[src/rtl/cnt_ctrl_pkg.sv]
package cnt_ctrl_pkg;

    // State codes; bit 0 and bit 1 follow the two next-state equations
    typedef enum logic [1:0] {
        ST_IDLE   = 2'b00,
        ST_COUNT  = 2'b01,
        ST_SPARE  = 2'b10,
        ST_FINISH = 2'b11
    } state_e;

    // Control word from the controller to the datapath
    typedef struct packed {
        logic clr_cnt_f;   // clear counter and flag F
        logic inc_cnt;     // increment counter
        logic upd_e;       // load E from the tracked counter bit
        logic set_f;       // set flag F
    } ctrl_t;

endpackage

[src/rtl/cnt_ctrl_fsm.sv]
module cnt_ctrl_fsm
    import cnt_ctrl_pkg::*;
(
    input  logic   clk,
    input  logic   rst,
    input  logic   start,
    input  logic   exit_hit,
    output state_e state_q,
    output ctrl_t  ctrl
);

    typedef struct packed {
        state_e st;
    } fsm_t;

    fsm_t r_d, r_q;

    always_comb begin
        r_d  = r_q;
        ctrl = '0;
        unique case (r_q.st)
            ST_IDLE: begin
                if (start) begin
                    ctrl.clr_cnt_f = 1'b1;
                    r_d.st         = ST_COUNT;
                end
            end
            ST_COUNT: begin
                ctrl.inc_cnt = 1'b1;
                ctrl.upd_e   = 1'b1;
                if (exit_hit) begin
                    r_d.st = ST_FINISH;
                end
            end
            ST_FINISH: begin
                ctrl.set_f = 1'b1;
                r_d.st     = ST_IDLE;
            end
            default: begin
                // spare code: recover without touching the datapath
                r_d.st = ST_IDLE;
            end
        endcase
    end

    always_ff @(posedge clk) begin
        if (rst) begin
            r_q.st <= ST_IDLE;
        end else begin
            r_q <= r_d;
        end
    end

    assign state_q = r_q.st;

endmodule

[src/rtl/cnt_ctrl_dp.sv]
module cnt_ctrl_dp
    import cnt_ctrl_pkg::*;
#(
    parameter int              CNT_W     = 4,
    parameter int              E_BIT     = 2,
    parameter logic [CNT_W-1:0] EXIT_MASK = 4'b1100
) (
    input  logic             clk,
    input  logic             rst,
    input  ctrl_t            ctrl,
    output logic [CNT_W-1:0] cnt_q,
    output logic             e_q,
    output logic             f_q,
    output logic             exit_hit
);

    typedef struct packed {
        logic [CNT_W-1:0] cnt;
        logic             e;
        logic             f;
    } dp_t;

    dp_t r_d, r_q;

    always_comb begin
        r_d = r_q;
        if (ctrl.clr_cnt_f) begin
            r_d.cnt = '0;
            r_d.f   = 1'b0;
        end
        if (ctrl.inc_cnt) begin
            r_d.cnt = r_q.cnt + 1'b1;
        end
        if (ctrl.upd_e) begin
            r_d.e = r_q.cnt[E_BIT];
        end
        if (ctrl.set_f) begin
            r_d.f = 1'b1;
        end
    end

    always_ff @(posedge clk) begin
        if (rst) begin
            r_q <= '0;
        end else begin
            r_q <= r_d;
        end
    end

    // Loop exit: every bit selected by the mask must be high
    logic [CNT_W-1:0] hit_bits;
    for (genvar i = 0; i < CNT_W; i++) begin : g_hit
        if (EXIT_MASK[i]) begin : g_sel
            assign hit_bits[i] = r_q.cnt[i];
        end else begin : g_free
            assign hit_bits[i] = 1'b1;
        end
    end
    assign exit_hit = &hit_bits;

    assign cnt_q = r_q.cnt;
    assign e_q   = r_q.e;
    assign f_q   = r_q.f;

endmodule

[src/rtl/cnt_ctrl_top.sv]
module cnt_ctrl_top
    import cnt_ctrl_pkg::*;
#(
    parameter int               CNT_W     = 4,
    parameter int               E_BIT     = 2,
    parameter logic [CNT_W-1:0] EXIT_MASK = 4'b1100
) (
    input  logic             clk,
    input  logic             rst,
    input  logic             start,
    output logic [CNT_W-1:0] cnt_o,
    output logic             flag_e_o,
    output logic             flag_f_o,
    output logic [1:0]       state_o,
    output logic             done_o
);

    state_e st;
    ctrl_t  ctrl;
    logic   exit_hit;

    cnt_ctrl_fsm u_fsm (
        .clk      (clk),
        .rst      (rst),
        .start    (start),
        .exit_hit (exit_hit),
        .state_q  (st),
        .ctrl     (ctrl)
    );

    cnt_ctrl_dp #(
        .CNT_W     (CNT_W),
        .E_BIT     (E_BIT),
        .EXIT_MASK (EXIT_MASK)
    ) u_dp (
        .clk      (clk),
        .rst      (rst),
        .ctrl     (ctrl),
        .cnt_q    (cnt_o),
        .e_q      (flag_e_o),
        .f_q      (flag_f_o),
        .exit_hit (exit_hit)
    );

    assign state_o = st;
    assign done_o  = (st == ST_FINISH);

endmodule

[config.mk]
export PLATFORM = sky130hd
export DESIGN_NAME = cnt_ctrl_top
export DESIGN_NICKNAME = d
export VERILOG_FILES = /design/src/rtl/cnt_ctrl_pkg.sv /design/src/rtl/cnt_ctrl_fsm.sv /design/src/rtl/cnt_ctrl_dp.sv /design/src/rtl/cnt_ctrl_top.sv
export SDC_FILE = /design/constraint.sdc
export NUM_CORES = 1
export LEC_CHECK = 0
export BUFFER_PORTS_ARGS = -buffer_cell sky130_fd_sc_hd__buf_2
export CAP_MARGIN = 10
export CORE_AREA = 10 10 47 49
export DETAILED_ROUTE_END_ITERATION = 10
export DIE_AREA = 0 0 57 59
export SLEW_MARGIN = 30
export SYNTH_ARGS = -nofsm -noshare
export SYNTH_HDL_FRONTEND = slang
export SYNTH_HIERARCHICAL = 1
export SYNTH_SLANG_ARGS = --single-unit
[constraint.sdc]
create_clock -name clk -period 1.3 [get_ports clk]
set_input_delay 0.13 -clock clk [delete_from_list [all_inputs] [get_ports clk]]
set_output_delay 0.13 -clock clk [all_outputs]
set_load 0.05 [all_outputs]
Word level (Yosys, flattened, before mapping)
Index checks and enable logic that the tools add are counted.
Word-level totals
  bits in registers: 8
  bits in latches: 0
  memory bits (writable): 0
  memory bits (read-only): 0
  input port bits: 3
  output and inout bits: 9
  logic and storage cells: 25
  memories: 0
Operators by class
  $add $sub $neg: 1
  $mul: 0
  divide/modulo/power cells: 0
  $lt $le $gt $ge: 0
  equality and inequality tests: 4
  shift-type cells: 0
  muxes and demuxes: 11
  bitwise logic cells: 0
  reduce and logical (&&, ||, !) cells: 5
Operators with widths (count)
  4-bit two-way mux: 2
  2-bit two-way mux: 3
  1-bit two-way mux: 5
  4-bit by 1-bit adder with 4-bit output (second input constant): 1
  2-bit inequality test (second input constant): 2
  2-bit one-hot mux with 2 select lines: 1
  2-bit AND reduction: 2
  2-bit nonzero test: 2
  2-bit by 1-bit == test with 1-bit output (second input constant): 1
  2-bit == test (second input constant): 1
  2-bit logical NOT: 1

Depth between registers and ports, before layout
Gate-level depths: netlist of run 1.
  depth in word-level cells: 4
  mapped depth: 6
  depth with buffers taken out: 4

Modules after synthesis
The synthesis of run 1 kept the hierarchy.
Modules (own cells, without submodules)
  cnt_ctrl_dp: times used 1, cells each 29, area each 259.0 um^2, sequential area each 120.1 um^2
  cnt_ctrl_fsm: times used 1, cells each 10, area each 86.3 um^2, sequential area each 40.0 um^2
  cnt_ctrl_top: times used 1, cells each 1, area each 6.3 um^2, sequential area each 0.0 um^2

Least setup slack after synthesis of run 1
No wires, ideal clock.
  kind: register -> register
  start point: reg u_fsm/state_q[0] (netlist name)
  end point: reg u_dp.r_q, in the netlist u_dp/cnt_q[2]
  library setup time: 70 ps
  arrival: 1520 ps
  data required time: 1230 ps
  slack: -290 ps
  stages on the path, launching flop included: 7
  buffers on the path: 2
  period minus slack after synthesis: 1590 ps
  path through: dfxtp_1 -> nor2b_1 -> buf_4 -> clkbuf_2 -> nor2b_1 -> o21ai_1 -> a21oi_1
RTL lines
  end signal: assignment: RTL line cnt_ctrl_dp.sv:46  | r_q <= r_d;
  end: declaration: RTL line cnt_ctrl_dp.sv:23  | dp_t r_d, r_q;

Final worst setup path of run 1
  start point: reg u_fsm/state_q[0] (netlist name)
  end point: reg u_dp.r_q, in the netlist u_dp/cnt_q[2]
On the way
  longest elaborated chain between the ends: 3
  elaborated cells on any way between the ends: 6
  classes of those cells: eq/ne: 1; mux: 3; reduce/logical: 2
Ends and longest elaborated chain
  2-bit by 1-bit == test with 1-bit output / 2-bit logical NOT (equally long branches): RTL line cnt_ctrl_fsm.sv:21  | unique case (r_q.st)
  2-bit two-way mux / 1-bit two-way mux (equally long branches): RTL line cnt_ctrl_fsm.sv:21
  4-bit two-way mux / 2-bit nonzero test (equally long branches)
Parallel ways exist; a longest one is shown, timed or not.
A chain may end at the register's enable or synchronous reset.

==> results of run 1 <==
==> Yosys cell counts <==
cell	n	share of area
a311oi_1	1	0.025
a21oi_1	4	0.057
inv_1	1	0.011
ha_1	1	0.036
nor3_1	2	0.028
and2_2	1	0.021
and2_1	2	0.036
nand2_1	2	0.021
buf_4	1	0.021
mux2i_1	2	0.057
dfxtp_1	8	0.46
nor2b_1	2	0.036
nor3b_1	2	0.043
nand3_1	1	0.014
nand4b_1	1	0.025
clkbuf_2	1	0.014
o21ai_1	1	0.014
nor2_1	6	0.064
nand3b_1	1	0.021
==> worst max-delay path by stage <==
stage                                start       endpoint  slack (ns)  depth (start not counted)
after floorplan              u_dp/cnt_q[0]  u_dp/cnt_q[1]        0.01                          3
after global placement    u_fsm/state_q[1]  u_dp/cnt_q[3]        0.07                          4
after detailed placement  u_fsm/state_q[1]  u_dp/cnt_q[3]         0.1                          4
after CTS                 u_fsm/state_q[1]  u_dp/cnt_q[3]        0.09                          4
after global routing      u_fsm/state_q[0]  u_dp/cnt_q[2]        0.02                          4
final                     u_fsm/state_q[0]  u_dp/cnt_q[2]        0.13                          4
==> power by group through the flow <==
stage	Combinational (W)	Clock, W	Sequential (W)
6_report	0.0000734	0.000203	0.000261
5_1_grt	0.0000792	0.000225	0.000263
4_1_cts	0.0000732	0.000213	0.000261
3_5_place_dp	0.0000726	0	0.000266
3_3_place_gp	0.0000729	0	0.000266
2_1_floorplan	0.0000303	0	0.000293
==> logic make-up (layout without fill, tap and decap cells) <==
logic type	Yosys count	after routing	synth area share
AO/OA/AOI/OAI	6	6	0.0961
buffers and inverters	3	16	0.0462
AND/OR/NAND/NOR	20	20	0.310
multiplexers	2	2	0.0569
adder cells (fa/ha/maj)	1	1	0.0356
flip-flops	8	8	0.456
==> layout make-up <==
type / instances / area share
clock buffer: 4 / 0.0577
tap: 16 / 0.0440
inverter: 1 / 0.00824
multi-input combinational: 29 / 0.401
timing repair buffer: 11 / 0.121
sequential: 8 / 0.368
==> metrics by stage <==
stage	hold slack, ns	setup WS (ns)	power, W	cell area, µm²
after CTS	0.136	0.0889	0.000547	450
after global routing	0.149	0.0214	0.000567	455
after global placement	0.406	0.0697	0.000339	424
after floorplan	0.197	0.0140	0.000323	362
final	0.147	0.130	0.000538	455
after detailed placement	0.404	0.0960	0.000339	424
==> sequential cells by signal, summed over array words and instances, names as in the netlist <==
signal / cells
u_dp/e_q: 1
u_dp/f_q: 1
u_dp/cnt_q: 4
u_fsm/state_q: 2
==> what timing repair did <==
| item | 4_1_cts | 5_1_grt |
|---|---|---|
| gates resized for setup | 0 | 1 |
| buffers inserted | 0 | 0 |
| hold buffers | 0 | 0 |
| setup endpoints to repair | 0 | 1 |
==> metal layers <==
| layer | vias up | track usage | part of all wire |
|---|---|---|---|
| li1 | 163 | - | - |
| met2 | 9 | 0.0589 | 0.42 |
| met4 | 0 | 0.0503 | 0.0049 |
| met5 | - | 0 | 0 |
| met3 | 2 | 0.0322 | 0.12 |
| met1 | 140 | 0.0489 | 0.46 |
==> critical path: stages (launching register included) <==
cell and delay, ns:
dfxtp_4 0.37, nor2b_2 0.34, nor2b_1 0.21, o21ai_1 0.07, a21oi_1 0.11
==> results.cfg, run 1 <==
[power]
powerDensity_nw_per_um2 = 1180
pwr-share-clk = 0.377
combPwrFrac = 0.137
p_int_w = 0.000390
power.switching_w = 0.000147
ir_drop_v = 0.000359
leakagePower_nw = 0.204
swShare = 0.274
seqPwrFrac = 0.486

[clock_network]
htreeDepth = 1
cts_root_buf = clkbuf_4
cts-buffers-inserted = 3
path_clk_slew_ns = 0.05
clk_latency_ns = 0.25
cts_sinks = 8
cts_tree = done
clk_path_buf_depth = 2

[final_layout]
seqCellArea_um2 = 168
multi_input_area_um2 = 183
final_cell_mix = buf_2 (11), nor2_1 (6), dfxtp_1 (6), a21oi_1 (4), clkbuf_4 (3)
antenna_cells = 0
finish.utilization = 0.325
nets = 58
syn2layout_area_growth_pct = 29.5
layout.cells.non_filler = 69
drive_above_1_share = 0.358
final_common_cell = buf_2
n_fill_cell = 164

[synth]
syn_nets = 44
netlist_instances = 40
avgSynthCellArea_um2 = 8.79
ys.warnings.count = 6
seq_area_frac_synth = 0.456
netlist_area_um2 = 352
synth_cell_types = 19
ys_ff_latch = 8

[global_routing]
grt_pass1_vias = 301
overflow = 0
grt_max_degree = 10
grt_antenna_before_repair = 0
track_usage = 0.0472
grt_first_pass_wirelength_um = 1230

[sta]
worst_pin_slew_ns = 0.351
setup_viol = 0
rsz0062_at_grt = false
setup_tns_ns = 0
max_freq_ghz = 0.855
fin_skew_ns = 0.000886
final-max-slew-violation-count = 0
hold_viol = 0
finalCritPeriodShare = 0.900
finalCriticalPeriod_ns = 1.17
slew-limit-headroom = 0.765

[floorplanning]
die_area_um2 = 3360
placeableCoreArea_um2 = 1400
die_w_um = 57
fp-row-count = 14
ios = 12
start_util = 0.251
die_h_um = 59

[worst_setup_path]
worstSetupPathType = reg -> reg
worstReg2RegStart = u_fsm/state_q[0]
start_kind = flip-flop
rr_endpoint = u_dp/cnt_q[2]
r2r_cells = 4
reg2reg_setup_slack_ns = 0.13
worstSetupEndpointType = flip-flop
cp.required_ns = 1.49
cp_max_fo = 9
arrival_ns = 1.36

[min_path]
whs_path_depth = 2
min_delay_worst_endpoint = u_dp/cnt_q[2]
hold_class = in -> reg
holdCritStartpoint = rst

[placed_design]
place_congestion = 0.713
hpwl_um = 589
portBuffers = 11
placed_cells = 65

[detailed_routing]
drt-total-wl_um = 811
first_iter_violations = 6
drtAntennaViolNets = 0
viasPerCell = 4.55
drtPass1Iterations = 4
vias = 314
avgRoutedWirePerCell_um = 11.8
drc = 0

[run_status]
status = finished clean

[job]
drv_cap = 0
No activity file was read; power rests on OpenSTA's default activity.
==> run 2, diff against run 1 <==
==> constraint.sdc (replaced) <==
create_clock -name clk -period 0.94 [get_ports clk]
set_input_delay 0.188 -clock clk [delete_from_list [all_inputs] [get_ports clk]]
set_output_delay 0.188 -clock clk [all_outputs]
set_load 0.05 [all_outputs]
==> run 2 against run 1 <==
The flow now finishes with violations (negative setup slack). Cell count increased by 22%. Count of clock-buffer cells in the layout unchanged. Largest power group unchanged. Clock skew increased by 0.0055 ns. Core utilization increased by 18 points. Power increased by 52%. Hold slack improved by 0.049 ns. Register-to-register slack got worse by 0.34 ns. Sequential share of layout area decreased by 11 points. Non-clock buffer count increased by 15. Combinational power increased by 130%. Sequential cell count unchanged. First-iteration DRC count decreased by 17%.
==> results.cfg, run 2 (same netlist as run 1, synthesis figures left out) <==
[worst_setup_path]
start_kind = flip-flop
arrival_ns = 1.01
worstSetupPathType = reg -> out
cp.required_ns = 0.75
worstSetupEndpointType = primary output
cp_max_fo = 4

[clock_network]
path_clk_slew_ns = 0.06
cts_root_buf = clkbuf_4
clk_path_buf_depth = 2
clk_latency_ns = 0.26
cts-buffers-inserted = 3
cts_tree = done
htreeDepth = 1
cts_sinks = 8

[placed_design]
place_ws_ns = -0.198
placed_cells = 71
place_congestion = 0.690
portBuffers = 11
place_area_um2 = 484
hpwl_um = 671

[sta]
setup_ws_ns = -0.258
setup_viol = 13
finalCritPeriodShare = 1.27
hold_viol = 0
setup_tns_ns = -1.63
final-max-slew-violation-count = 0
rsz0062_at_grt = true
max_freq_ghz = 0.835
slew-limit-headroom = 0.816
fin_skew_ns = 0.00637
finalCriticalPeriod_ns = 1.20
worst_pin_slew_ns = 0.275

[detailed_routing]
dr.max_layer_used = met3
drt-total-wl_um = 1020
drtPass1Iterations = 4
drc = 0
first_iter_violations = 5
wl_met1_um = 433
vias = 384
viasPerCell = 4.57
wl_met2_um = 494
avgRoutedWirePerCell_um = 12.2
routed-wl-met3_um = 94
drtAntennaViolNets = 0

[global_routing]
grt_first_pass_wirelength_um = 1660
track_usage = 0.0603
grt_pass1_vias = 386
grt_antenna_before_repair = 0
overflow = 0
grt_max_degree = 9

[run_status]
status = complete, but fails checks
violations = negative setup slack

[power]
powerDensity_nw_per_um2 = 1160
leakagePower_nw = 0.316
ir_drop_v = 0.000661

[floorplanning]
die_area_um2 = 3360
ios = 12
placeableCoreArea_um2 = 1400
start_util = 0.251
die_h_um = 59
fp-row-count = 14
die_w_um = 57

[final_layout]
drive_above_1_share = 0.662
final_common_cell = buf_4
nets = 73
layout.cells.non_filler = 84
largest_reg_flops = 4
syn2layout_area_growth_pct = 101
final_cell_mix = buf_4 (11), buf_8 (8), dfxtp_4 (6), nor2_1 (5), buf_6 (4)
final_area_um2 = 707
antenna_cells = 0

[min_path]
hold_class = in -> reg

[job]
drv_cap = 0
[run 2: changes by cell type in the layout (fill, tap and decap cells not counted), sizes merged]
| cell | before | now |
|---|---|---|
| buf | 11 | 26 |
[run 2: layout make-up]
cell class                 count  area (µm²)
fill                         134         694
timing repair buffer          26         263
multi-input combinational     29         209
sequential                     8         185
clock buffer                   4        26.3
tap                           16        20.0
inverter                       1        3.75
[run 2: final timing paths]
path / start / endpoint / slack (ns) / depth (start not counted)
worst max-delay path: u_fsm/state_q[0] / done_o / -0.26 / 3
worst min-delay path: start / u_fsm/state_q[0] / 0.20 / 3
worst max register to register: u_fsm/state_q[1] / u_dp/e_q / -0.21 / 5
worst min register to register: u_dp/f_q / u_dp/f_q / 0.50 / 2
[run 2: what timing repair did]
item,4_1_cts,5_1_grt
hold buffers,0,0
setup endpoints to repair,14,15
gates resized for setup,32,8
cloned,0,0
setup buffers,6,4
pin swaps,0,1
[run 2: where the power goes]
| part | internal [W] | switching, W | leakage [nW] |
|---|---|---|---|
| registers | 0.000341 | 0.0000155 | 0.0705 |
| logic | 0.0000830 | 0.0000888 | 0.230 |
| clock network | 0.000163 | 0.000125 | 0.0150 |
| total | 0.000587 | 0.000230 | 0.316 |
[run 2: worst max-delay path: stages (launching register included)]
cell	delay, ns
dfxtp_4	0.36
buf_6	0.11
and2_4	0.15
buf_8	0.14
[run 2: through the flow]
step | power, W | utilization | hold slack (ns)
CTS | 0.000814 | 0.466 | 0.184
global route | 0.000856 | 0.504 | 0.204
finish | 0.000817 | 0.504 | 0.196
detailed placement | 0.000495 | 0.346 | 0.464
floorplan | 0.000461 | - | 0.250
global placement | 0.000493 | 0.346 | 0.463
[run 2: layer usage]
layer	GRT usage	vias up
met3	0.0365	0
met2	0.0946	13
li1	-	194
met1	0.0623	177
met4	0.0302	0
met5	0	-
==> run 3, diff against run 2 <==
--- a/config.mk
+++ b/config.mk
@@ -8,8 +8,11 @@
 export BUFFER_PORTS_ARGS = -buffer_cell sky130_fd_sc_hd__buf_2
 export CAP_MARGIN = 10
 export CORE_AREA = 10 10 47 49
+export CTS_BUF_LIST = sky130_fd_sc_hd__clkbuf_8
 export DETAILED_ROUTE_END_ITERATION = 10
 export DIE_AREA = 0 0 57 59
+export HOLD_SLACK_MARGIN = 0.03
+export PLACE_DENSITY_LB_ADDON = 0.05
 export SLEW_MARGIN = 30
 export SYNTH_ARGS = -nofsm -noshare
 export SYNTH_HDL_FRONTEND = slang
==> run 3 against run 2 <==
The flow still finishes with violations (negative setup slack). Power grew 15%. Register-to-register slack gained 0.04 ns. Core utilization shrank 3.8 points. Combinational power shrank 8%. Critical path type unchanged. Highest routed layer unchanged. Largest power group is now clock.
==> results.cfg, run 3 (same netlist as run 1, synthesis figures left out) <==
[detailed_routing]
viasPerCell = 4.46
drc = 0
vias = 352
drtPass1Iterations = 4
drtAntennaViolNets = 0
avgRoutedWirePerCell_um = 11.4
drt-total-wl_um = 904
first_iter_violations = 8

[final_layout]
finish.utilization = 0.466
antenna_cells = 0
syn2layout_area_growth_pct = 85.8
final_cell_mix = buf_6 (7), nor2_1 (6), dfxtp_4 (6), buf_8 (5), buf_4 (5)
nets = 68
layout.cells.non_filler = 79
final_common_cell = buf_6
drive_above_1_share = 0.556
largest_reg_flops = 4

[sta]
hold_viol = 0
fin_skew_ns = 0.00363
worst_pin_slew_ns = 0.252
finalCritPeriodShare = 1.22
final-max-slew-violation-count = 0
setup_ws_ns = -0.205
finalCriticalPeriod_ns = 1.14
rsz0062_at_grt = true
max_freq_ghz = 0.874
slew-limit-headroom = 0.833
setup_viol = 9

[clock_network]
cts_sinks = 8
cts-buffers-inserted = 3
cts_tree = done
cts_root_buf = clkbuf_8
clk_latency_ns = 0.23
path_clk_slew_ns = 0.04
htreeDepth = 1
clk_path_buf_depth = 2
ctsHoldBuffers = 0

[global_routing]
track_usage = 0.0602
overflow = 0
grt_max_degree = 9
grt_pass1_vias = 360
grt_first_pass_wirelength_um = 1550
grt_antenna_before_repair = 0

[worst_setup_path]
worstSetupPathType = reg -> out
cp_max_fo = 3
start_kind = flip-flop
worstSetupEndpointType = primary output
r2r_cells = 5
cp.required_ns = 0.75
arrival_ns = 0.96

[floorplanning]
die_w_um = 57
ios = 12
start_util = 0.251
die_h_um = 59
fp-row-count = 14
placeableCoreArea_um2 = 1400
die_area_um2 = 3360

[power]
ir_drop_v = 0.000819
leakagePower_nw = 0.287
powerDensity_nw_per_um2 = 1440

[placed_design]
portBuffers = 11
hpwl_um = 697
placed_cells = 71
place_congestion = 0.688

[min_path]
whs_path_depth = 2
hold_class = in -> reg

[run_status]
status = complete, but fails checks
violations = negative setup slack

[job]
drv_cap = 0
## run 3: cell types whose count changed in the layout (fill, tap and decap cells not counted), sizes merged
cell and change:
inv +1, clkbuf -1, buf -5
## run 3: power by group
part / total, W / internal [W] / leakage [nW] / switching [W]
Combinational: 0.000159 / 0.0000773 / 0.191 / 0.0000822
Sequential: 0.000360 / 0.000343 / 0.0699 / 0.0000164
Clock: 0.000418 / 0.000283 / 0.0269 / 0.000135
## run 3: repair_timing
item,4_1_cts,5_1_grt
setup endpoints to repair,15,15
resized for setup,27,3
endpoints found under the hold margin,0,0
pin swaps,1,2
gates cloned,0,0
setup buffers,3,1
## run 3: through the flow
stage	setup TNS (ns)	hold WS [ns]	area (µm²)	power, W	setup WS [ns]
after detailed placement	-0.944	0.466	484	0.000495	-0.198
after global placement	-0.556	0.457	484	0.000492	-0.121
after CTS	-1.59	0.219	637	0.000954	-0.211
final	-1.36	0.222	653	0.000937	-0.205
after floorplan	-1.19	0.250	389	0.000461	-0.278
after global routing	-1.96	0.229	653	0.000992	-0.237
## run 3: final cells by class
type,instances,area (µm²)
Inverter,1,3.75
Tap cell,16,20.0
Fill cell,145,748
Sequential cell,8,184
Multi-Input combinational cell,29,189
Clock buffer,3,41.3
Clock inverter,1,3.75
Timing Repair Buffer,21,211
## run 3: per-layer routing
metal | track usage | part of all wire
met3 | 0.0343 | 0.077
met2 | 0.0977 | 0.53
met4 | 0.0503 | 0
met5 | 0 | 0
met1 | 0.0538 | 0.39
## run 3: critical path, stage by stage, from the launching register on
cell and delay, ns:
dfxtp_4 0.35, buf_6 0.11, and2_4 0.13, buf_8 0.14
## run 3: path summary, 6_finish.rpt
check	startpoint	to	slack [ns]
setup / recovery	u_fsm/state_q[1]	done_o	-0.20
hold / removal	rst	u_dp/cnt_q[2]	0.22
setup reg to reg	u_fsm/state_q[1]	u_dp/cnt_q[0]	-0.17
hold reg to reg	u_dp/e_q	u_dp/e_q	0.50
